<file path="config.mk">
export PLATFORM = sky130hd
export DESIGN_NAME = fft_pass_sequencer
export DESIGN_NICKNAME = d
export VERILOG_FILES = /design/src/rtl/seqr_pkg.sv /design/src/rtl/seqr_len_decode.sv /design/src/rtl/seqr_step_ctr.sv /design/src/rtl/seqr_stage_ctr.sv /design/src/rtl/fft_pass_sequencer.sv
export SDC_FILE = /design/constraint.sdc
export NUM_CORES = 1
export LEC_CHECK = 0
export ABC_CLOCK_PERIOD_IN_PS = 4500
export CORE_MARGIN = 1.5
export CORE_UTILIZATION = 52
export DETAILED_ROUTE_END_ITERATION = 8
export PLACE_DENSITY = 0.78
export REMOVE_ABC_BUFFERS = 1
export SETUP_SLACK_MARGIN = 0.5
export SLEW_MARGIN = 20
export SYNTH_ARGS = -nofsm -noshare
export SYNTH_HDL_FRONTEND = slang
export SYNTH_SLANG_ARGS = --single-unit
</file>
<file path="constraint.sdc">
create_clock -name clk -period 4.5 [get_ports clk]
set_input_delay 0.45 -clock clk [delete_from_list [all_inputs] [get_ports clk]]
set_output_delay 0.45 -clock clk [all_outputs]
set_load 0.1 [all_outputs]
</file>
<file path="src/rtl/seqr_pkg.sv">
package seqr_pkg;

  localparam int CODE_W = 3;

  typedef enum logic [CODE_W-1:0] {
    LEN_64   = 3'b000,
    LEN_128  = 3'b001,
    LEN_256  = 3'b010,
    LEN_512  = 3'b011,
    LEN_1024 = 3'b111
  } len_code_e;

  // Number of stages skipped below the largest size; unlisted codes act as the largest.
  function automatic logic [2:0] stage_skip(input logic [CODE_W-1:0] code);
    logic [2:0] r;
    case (code)
      LEN_64:  r = 3'd4;
      LEN_128: r = 3'd3;
      LEN_256: r = 3'd2;
      LEN_512: r = 3'd1;
      default: r = 3'd0;
    endcase
    return r;
  endfunction

endpackage

</file>
<file path="src/rtl/seqr_len_decode.sv">
module seqr_len_decode
  import seqr_pkg::*;
#(
  parameter int STAGE_W = 4,
  parameter int STEP_W  = 9
) (
  input  logic [CODE_W-1:0]  code,
  output logic [STAGE_W-1:0] stage_preset,
  output logic [STEP_W-1:0]  step_mask
);

  logic [2:0] skip;

  always_comb begin
    skip         = stage_skip(code);
    stage_preset = STAGE_W'(skip);
  end

  // Bit i of the step survives only below STEP_W - skip.
  for (genvar i = 0; i < STEP_W; i++) begin : g_mask
    assign step_mask[i] = (i < (STEP_W - int'(skip)));
  end

endmodule

</file>
<file path="src/rtl/seqr_step_ctr.sv">
module seqr_step_ctr #(
  parameter int STEP_W = 9
) (
  input  logic              clk,
  input  logic              rst_n,
  input  logic              clr,
  input  logic              en,
  input  logic [STEP_W-1:0] mask,
  output logic [STEP_W-1:0] step,
  output logic              wrap
);

  logic [STEP_W-1:0] step_q, step_d;
  logic              step_ce;

  always_comb begin
    step_ce = clr | en;
    step_d  = clr ? '0 : ((step_q + STEP_W'(1)) & mask);
  end

  always_ff @(posedge clk or negedge rst_n) begin
    if (!rst_n)       step_q <= '0;
    else if (step_ce) step_q <= step_d;
  end

  assign step = step_q;
  assign wrap = (step_q == mask);

endmodule

</file>
<file path="src/rtl/seqr_stage_ctr.sv">
module seqr_stage_ctr #(
  parameter int STAGE_W = 4,
  parameter int LAST    = 9
) (
  input  logic               clk,
  input  logic               rst_n,
  input  logic               load,
  input  logic               inc,
  input  logic [STAGE_W-1:0] preset,
  output logic [STAGE_W-1:0] stage,
  output logic               at_last
);

  logic [STAGE_W-1:0] stage_q, stage_d;
  logic               stage_ce;

  always_comb begin
    stage_ce = load | inc;
    stage_d  = load ? preset : (stage_q + STAGE_W'(1));
  end

  always_ff @(posedge clk or negedge rst_n) begin
    if (!rst_n)        stage_q <= '0;
    else if (stage_ce) stage_q <= stage_d;
  end

  assign stage   = stage_q;
  assign at_last = (stage_q == STAGE_W'(LAST));

endmodule

</file>
<file path="src/rtl/fft_pass_sequencer.sv">
module fft_pass_sequencer
  import seqr_pkg::*;
#(
  parameter int MAX_LOG = 10,
  localparam int STAGE_W = $clog2(MAX_LOG),
  localparam int STEP_W  = MAX_LOG - 1
) (
  input  logic               clk,
  input  logic               rst_n,
  input  logic               start,
  input  logic [2:0]         len_code,
  output logic [STAGE_W-1:0] stage,
  output logic [STEP_W-1:0]  step,
  output logic               step_valid,
  output logic               done
);

  localparam int LAST_STAGE = MAX_LOG - 1;

  logic              busy_q, busy_d;
  logic              done_q, done_d;
  logic [CODE_W-1:0] code_q;
  logic [CODE_W-1:0] code_sel;
  logic              accept, finish, stage_inc;
  logic [STAGE_W-1:0] preset;
  logic [STEP_W-1:0]  mask;
  logic               wrap, at_last;

  always_comb begin
    accept    = start & ~busy_q;
    code_sel  = accept ? len_code : code_q;
    finish    = busy_q & wrap & at_last;
    stage_inc = busy_q & wrap & ~at_last;
    busy_d    = accept | (busy_q & ~finish);
    done_d    = finish;
  end

  always_ff @(posedge clk or negedge rst_n) begin
    if (!rst_n) begin
      busy_q <= 1'b0;
      done_q <= 1'b0;
    end else begin
      busy_q <= busy_d;
      done_q <= done_d;
    end
  end

  always_ff @(posedge clk or negedge rst_n) begin
    if (!rst_n)      code_q <= '0;
    else if (accept) code_q <= len_code;
  end

  seqr_len_decode #(.STAGE_W(STAGE_W), .STEP_W(STEP_W)) u_dec (
    .code         (code_sel),
    .stage_preset (preset),
    .step_mask    (mask)
  );

  seqr_step_ctr #(.STEP_W(STEP_W)) u_step (
    .clk   (clk),
    .rst_n (rst_n),
    .clr   (accept),
    .en    (busy_q),
    .mask  (mask),
    .step  (step),
    .wrap  (wrap)
  );

  seqr_stage_ctr #(.STAGE_W(STAGE_W), .LAST(LAST_STAGE)) u_stage (
    .clk     (clk),
    .rst_n   (rst_n),
    .load    (accept),
    .inc     (stage_inc),
    .preset  (preset),
    .stage   (stage),
    .at_last (at_last)
  );

  assign step_valid = busy_q;
  assign done       = done_q;

endmodule

</file>
After elaboration in Yosys (flattened, before gate mapping) --
Index checks and enable logic that the tools add are counted.
Storage, ports and cells: bits in registers 18, output and inout port bits 15
Cells by class: $add $sub $neg 3, $lt $le $gt $ge 9, equal/unequal tests 5, mux-type cells 4, bitwise logic cells 12, reductions and logical operators 1
Operators by type and width (count):
- 4-bit by 5-bit less-than comparator with 1-bit output, first input constant | 4
- 3-bit one-hot mux with 4 select lines | 1
- 3-bit by 5-bit less-than comparator with 1-bit output, first input constant | 2
- 9-bit by 1-bit adder with 9-bit output, second input constant | 1
- 9-bit AND | 1
- 9-bit == test | 1
- 9-bit two-way mux | 1
- 3-bit by 2-bit == test with 1-bit output, second input constant | 2
- 1-bit AND | 5
- 1-bit by 5-bit less-than comparator with 1-bit output, first input constant | 1
- 2-bit by 5-bit less-than comparator with 1-bit output, first input constant | 1
- 5-bit less-than comparator, first input constant | 1
- 4-bit by 3-bit subtractor with 5-bit output, first input constant | 1
- 4-bit by 1-bit adder with 4-bit output, second input constant | 1
- 4-bit == test, second input constant | 1
- 4-bit two-way mux | 1
- 3-bit by 1-bit == test with 1-bit output, second input constant | 1
- 3-bit logical NOT | 1
- 3-bit two-way mux | 1
- 1-bit NOT | 3
- 1-bit OR | 3

Longest topological paths before layout --
Gate-level depths: netlist (run 1).
word-level depth 13, depth in mapped cells 16

Cells and area by module --
Synthesis (run 1) repeated with hierarchy kept, for this count alone.
Unflattened totals: cells, all modules 133, area total of the unflattened synthesis 1246.2 µm²
By module, submodules not included:
- seqr_step_ctr | instances 1, cells an instance 72, area each 624.3 µm², seq. area each 225.2 µm²
- seqr_stage_ctr | instances 1, cells an instance 22, area each 227.7 µm², seq. area each 100.1 µm²
- fft_pass_sequencer | instances 1, cells an instance 15, area each 210.2 µm², seq. area each 125.1 µm²
- seqr_len_decode | instances 1, cells an instance 24, area each 183.9 µm², seq. area each 0.0 µm²

Least setup slack after synthesis (run 1) --
Ideal clock, no wire load.
kind reg-to-reg, from register busy_q (netlist: step_valid), to register u_stage.stage_q[3] (netlist: u_stage.stage[3]), library setup time 78 ps, data arrival time 3643 ps, required time 4422 ps, path slack 780 ps, stages on the path, launching flop included 15, path buffers 2, clock period less this slack 3720 ps, cells stage by stage dfrtp_1 buf_6 nor2b_1 clkbuf_2 o31ai_2 nor2_1 nor2_1 inv_1 ha_1 xor2_1 or3_1 mux2i_1 nand4_1 or3_1 a21oi_1
Between the ends: cells in the longest elaborated chain, start to end 11
Ends and longest elaborated chain:
- start, declared | RTL line fft_pass_sequencer.sv:20 | logic busy_q, busy_d;
- start signal, assigned | RTL line fft_pass_sequencer.sv:43 | busy_q <= busy_d;
- 1-bit NOT | RTL line fft_pass_sequencer.sv:30 | accept = start & ~busy_q;
- 1-bit AND | RTL line fft_pass_sequencer.sv:30
- 3-bit two-way mux
- 3-bit by 2-bit == test with 1-bit output, or another cell as far along | RTL line seqr_pkg.sv:16 | case (code)
- 3-bit one-hot mux with 4 select lines | RTL line seqr_pkg.sv:16
- 4-bit by 3-bit subtractor with 5-bit output | RTL line seqr_len_decode.sv:21 | assign step_mask[i] = (i < (STEP_W - int'(skip)));
- 1-bit by 5-bit less-than comparator with 1-bit output, or another cell as far along | RTL line seqr_len_decode.sv:21
- 9-bit == test | RTL line seqr_step_ctr.sv:27 | assign wrap = (step_q == mask);
- 1-bit AND (2 in a row) | RTL line fft_pass_sequencer.sv:33 | stage_inc = busy_q & wrap & ~at_last;
- 1-bit OR | RTL line seqr_stage_ctr.sv:18 | stage_ce = load | inc;
- end signal, assigned | RTL line seqr_stage_ctr.sv:24 | else if (stage_ce) stage_q <= stage_d;
- end, declared | RTL line seqr_stage_ctr.sv:14 | logic [STAGE_W-1:0] stage_q, stage_d;
Parallel ways exist; a longest one is shown, timed or not. A chain may end at the register's enable or synchronous reset.

Final worst setup path (run 1) --
from input port start, to register u_stage.stage_q[3] (netlist: u_stage.stage[3])
Between the ends: cells in the longest elaborated chain, start to end 10
Ends and longest elaborated chain:
- start, declared | RTL line fft_pass_sequencer.sv:10 | input logic start,
- 1-bit AND * | RTL line fft_pass_sequencer.sv:30
- 3-bit two-way mux
- 3-bit by 2-bit == test with 1-bit output, or another cell as far along | RTL line seqr_pkg.sv:16
- 3-bit one-hot mux with 4 select lines | RTL line seqr_pkg.sv:16
- 4-bit by 3-bit subtractor with 5-bit output | RTL line seqr_len_decode.sv:21
- 1-bit by 5-bit less-than comparator with 1-bit output, or another cell as far along | RTL line seqr_len_decode.sv:21
- 9-bit == test | RTL line seqr_step_ctr.sv:27
- 1-bit AND (2 in a row) | RTL line fft_pass_sequencer.sv:33
- 1-bit OR | RTL line seqr_stage_ctr.sv:18
Mark *: on every way between the ends. The rest lies on a longest branch, timed or not.

==> results of run 1 <==
-- sequential cells by signal, summed over array words and instances (netlist names) --
name / cells
u_step.step: 9
u_stage.stage: 4
code_q: 3
done: 1
step_valid: 1
-- where the power goes --
part           leakage [uW]  internal, uW  switching (uW)
Sequential         0.000226           184            29.6
Combinational      0.000448          85.3             217
Clock             0.0000210          49.4            54.8
Total              0.000695           319             301
-- path summary, 6_finish.rpt --
check                                      from                      endpoint  slack [ns]  cells past startpoint
min                         code_q[0]$_DFF_PN0_           code_q[0]$_DFF_PN0_        0.55                      2
max                                       start  u_stage.stage[3]$_DFFE_PN0P_        0.85                     13
min in group asynchronous                 rst_n  u_stage.stage[2]$_DFFE_PN0P_        0.61                      1
max in group asynchronous                 rst_n    u_step.step[0]$_DFFE_PN0P_        3.37                      1
max reg2reg                step_valid$_DFF_PN0_  u_stage.stage[3]$_DFFE_PN0P_        0.99                     13
min reg2reg                 code_q[0]$_DFF_PN0_           code_q[0]$_DFF_PN0_        0.55                      2
-- timing repair --
action                     in CTS  in global routing
setup endpoints to repair       0                  2
hold endpoints to repair        0                  0
gates resized for setup         0                  1
-- critical path, stage by stage --
cell and delay [ns]:
clkdlybuf4s50_1 0.48, nor2b_2 0.37, mux2i_2 0.45, nor2_1 0.10
nor2_1 0.30, inv_1 0.14, ha_1 0.26, xor2_1 0.16
or3_1 0.30, mux2i_1 0.17, nand4_1 0.21, or3_1 0.36
a21oi_1 0.14
-- cells in the mapped netlist (4+ instances only) --
library cell	count	area share, %
nand2b_1	7	3.6
nand3_1	7	2.9
and3_1	4	2.1
dfrtp_1	18	37
inv_1	6	1.9
nor2_1	9	2.8
ha_1	10	10
nand2_1	15	4.7
xnor2_1	4	2.9
o21ai_0	10	4.1
-- stage by stage --
stage                     total power, uW  util (%)
after floorplan                       443         -
after global placement                510      65.0
after detailed placement              514      65.0
after CTS                             620      66.6
after global routing                  651      66.7
final                                 620      66.7
-- cell families after synthesis --
family / count (synthesis) / share of synthesized area (%)
xor gates and xnor gates: 7 / 5.08
DFF: 18 / 37.3
AOI/OAI and AO/OA: 23 / 13.7
muxes: 5 / 4.66
adders and majority gates: 10 / 10.4
buffers and inverters: 9 / 3.52
and+or+nand+nor: 56 / 25.4
-- layer usage --
layer / vias up / wire [um] / GRT usage (%)
li1: 496 / - / -
met1: 501 / 1320 / 33.2
met2: 31 / 1260 / 38.3
met3: 6 / 90 / 3.51
met4: 0 / 59 / 9.91
met5: - / 0 / 0
-- cell usage in the layout, fill, tap and decap left out, types with 3 or more instances in the layout --
master           instances
nand2b_1                 7
inv_1                    6
nor2_1                   9
nand3_1                  7
nand2_1                 15
clkbuf_4                 3
dfrtp_1                 18
xnor2_1                  4
ha_1                    10
xor2_1                   3
clkdlybuf4s50_1         20
nand4_1                  3
and3_1                   4
o21ai_0                 10
a21oi_1                  3
-- final cells by class --
cell class / count / area [um2]
sequential: 18 / 450
inverter: 6 / 22.5
fill: 181 / 736
timing repair buffer: 22 / 215
clock buffer: 4 / 36.3
multi-input combinational: 101 / 717
tap: 28 / 35.0
==> results_dict.tcl, run 1 <==
set metrics [dict create \
    arrival_ns 3.90 \
    grt_pass1_wl_um 4660 \
    gp_congestion 0.819 \
    cts-root-buf "clkbuf_4" \
    rsz0062_at_grt "false" \
    die_h_um 51.2 \
    fin_setup_tns_ns 0 \
    ant_nets 0 \
    cts.clk_slew.worst_paths_ns 0.11 \
    final_cells 179 \
    placed_cell_area_um2 1440 \
    placedCellCount 175 \
    fmax_mhz 274 \
    first_pass_iters 4 \
    routed_wl_um 2730 \
    worst-slew-pin-transition_ns 1.02 \
    critPathMaxFanout 7 \
    grt_max_degree 20 \
    grt_pass1_vias 1029 \
    cts_buffer_depth 2 \
    die-area_um2 2620 \
    hpwl_um 1890 \
    nNetsFinal 168 \
    synth-async-reset-ratio_pct 100 \
    powerDensity_nw_per_um2 420 \
    yosysWarningCount 0 \
    grt.total_usage_pct 24.2 \
    yosysSeqAreaShare_pct 37.3 \
    avgRoutedWirePerCell_um 15.3 \
    ctsHtreeMaxLevel 1 \
    p_leak_uw 0.000695 \
    pre_cts_slack_ns 0.422 \
    cts-buffers-inserted 3 \
    start_kind "input pin" \
    finClkSkew_ns 0.00479 \
    finalWorstSetupSlack_ns 0.846 \
    end_kind "flop" \
    slew_headroom_pct 32.1 \
    antenna_found_initial 0 \
    die_w_um 51.2 \
    synth_cell_types 37 \
    setup_viol 0 \
    cap_violations 0 \
    drc_errors 0 \
    syn_avg_cell_area_um2 9.43 \
    ys_ff_latch 18 \
    rows 17 \
    synth_edf_count 0 \
    vias 1034 \
    initial_core_util_pct 54.6 \
    overflow 0 \
    ys.flop_type "dfrtp_1" \
    cts_sinks 18 \
    fin_area_um2 1480 \
    required_ns 4.74 \
    syn_area_um2 1210 \
    cts_tree "done" \
    cts_hold_buffers 0 \
    io_pins 21 \
    drive_above_1_share_pct 9.93 \
    coreArea_um2 2210 \
    cts_setup_buffers 0 \
    vias_per_cell 5.78 \
    drt-initial-drc-count 28 \
    layout_min_cycle_time_ns 3.65 \
    timing.final.max_slew_violations 0 \
    diodes 0 \
    fin_crit_sh_pct 81.2 \
    insertion_delay_ns 0.30 \
    areaGrowthSynthToFinish_pct 22.3 \
    status "finished, final reports clean" \
    synthCells 128 \
    crit_type "in2reg" \
    worstHoldPathType "reg2reg" \
    port_buffers 20 \
    hold_violations 0 \
    vdd_drop_max_uv 291 \
    whs_ns 0.545 \
]
Note: power is estimated with default switching activity, not from simulation.
==> run 2: changes to the inputs <==
- ABC_CLOCK_PERIOD_IN_PS: 4500 -> 3100
- CORE_UTILIZATION: 52 -> 47
- PLACE_DENSITY: 0.78 -> 0.74
- clock period: 4.5 -> 3.1 ns (I/O delays scaled with it)
==> results_dict.tcl, run 2 (synthesis results as in run 1) <==
set metrics [dict create \
    finClkSkew_ns 0.00745 \
    hold_violations 0 \
    status "finished, final reports clean" \
    timing.final.max_slew_violations 0 \
    vias_per_cell 5.47 \
    finalWorstSetupSlack_ns 0.243 \
    cts-root-buf "clkbuf_4" \
    first_pass_iters 4 \
    grt_pass1_wl_um 5060 \
    start_kind "flop" \
    worst-r2r-setup-slack_ns 0.24 \
    worstReg2RegStart "step_valid$_DFF_PN0_" \
    fin_crit_sh_pct 92.2 \
    overflow 0 \
    pre_cts_slack_ns -0.294 \
    cap_violations 0 \
    cts.clk_slew.worst_paths_ns 0.12 \
    diodes 0 \
    finish.utilization_pct 74.5 \
    powerDensity_nw_per_um2 568 \
    drt-initial-drc-count 22 \
    layout_min_cycle_time_ns 2.86 \
    reg2reg_depth 12 \
    io_pins 21 \
    whs_ns 0.480 \
    slew_headroom_pct 35.4 \
    nNetsFinal 200 \
    grt_pass1_vias 1130 \
    port_buffers 20 \
    fmax_mhz 350 \
    rsz0062_at_grt "true" \
    antenna_found_initial 0 \
    power.total_uw 1040 \
    ant_nets 0 \
    rows 18 \
    die-area_um2 2880 \
    routed_wl_um 3400 \
    cts_hold_buffers 0 \
    worst-slew-pin-transition_ns 0.966 \
    vias 1166 \
    worstHoldPathType "in2async" \
    hpwl_um 2160 \
    final_cells 213 \
    final_common_cell "buf_4" \
    grt.total_usage_pct 24.9 \
    cts_tree "done" \
    cts_buffer_depth 2 \
    avgRoutedWirePerCell_um 16.0 \
    initial_core_util_pct 49.2 \
    cts_sinks 18 \
    placedCellCount 195 \
    required_ns 3.34 \
    ctsHtreeMaxLevel 1 \
    grt_max_degree 19 \
    vdd_drop_max_uv 599 \
    drc_errors 0 \
    die_h_um 53.7 \
    p_leak_uw 0.000902 \
    layout_common_cells "buf_4 (42), dfrtp_1 (18), nand2_1 (14), o21ai_0 (8)" \
    insertion_delay_ns 0.30 \
    arrival_ns 3.10 \
    drive_above_1_share_pct 39.9 \
    largest_register_ffs 9 \
    areaGrowthSynthToFinish_pct 51.5 \
    die_w_um 53.7 \
    setup_viol 0 \
    coreArea_um2 2450 \
    crit_type "reg2reg" \
    critPathMaxFanout 3 \
    end_kind "flop" \
    timing.rr.end "u_stage.stage[3]$_DFFE_PN0P_" \
    gp_congestion 0.806 \
    cts-buffers-inserted 3 \
]
[run 2: cell types whose count changed in the layout (fill, tap and decap cells not counted), sizes merged]
cell,delta
clkdlybuf4s50,-13
buf,+42
dlygate4sd2,+3
[run 2: routing by layer]
layer	up-vias	share of wire, %	GRT usage, %
met5	-	0	0
met4	0	1.4	10.7
met3	5	3.4	3.89
met2	27	55	44.9
met1	573	40	28.8
li1	561	-	-
[run 2: what timing repair did]
action,4_1_cts,5_1_grt
setup buffers,9,5
endpoints found under the setup margin,6,7
pin swaps,8,10
resized for setup,18,13
[run 2: area by class of cell]
type	instances	area, um2
fill	179	626
inverter	6	22.5
sequential	18	450
tap	30	37.5
multi-input combinational	101	848
clock buffer	4	36.3
timing repair buffer	54	434
[run 2: critical path, stage by stage (launching register included)]
cell     delay (ns)
dfrtp_1        0.42
or4b_4         0.52
o31ai_4        0.08
nor2_1         0.08
nor2_2         0.13
inv_2          0.07
ha_4           0.16
xor2_1         0.14
or3_1          0.31
mux2i_1        0.19
nand4_1        0.20
or3_4          0.38
a21oi_2        0.13
[run 2: power breakdown]
| part | total, uW | internal, uW | switching [uW] |
|---|---|---|---|
| registers | 312 | 267 | 44.3 |
| logic | 574 | 210 | 363 |
| clock network | 153 | 71.6 | 81.1 |
[run 2: worst max path at each step]
stage / startpoint / to / cells after the start
after CTS: step_valid$_DFF_PN0_ / u_stage.stage[3]$_DFFE_PN0P_ / 12
after floorplan: step_valid$_DFF_PN0_ / u_stage.stage[3]$_DFFE_PN0P_ / 12
after global placement: start / step_valid$_DFF_PN0_ / 14
final: step_valid$_DFF_PN0_ / u_stage.stage[3]$_DFFE_PN0P_ / 12
after global routing: step_valid$_DFF_PN0_ / u_stage.stage[3]$_DFFE_PN0P_ / 12
after detailed placement: start / u_stage.stage[3]$_DFFE_PN0P_ / 13
[run 2: per-stage QoR]
stage,setup TNS [ns],area [um2]
finish,0,1830
global route,0,1830
CTS,0,1720
detailed placement,-1.16,1550
global placement,-0.584,1550
floorplan,-3.89,1190
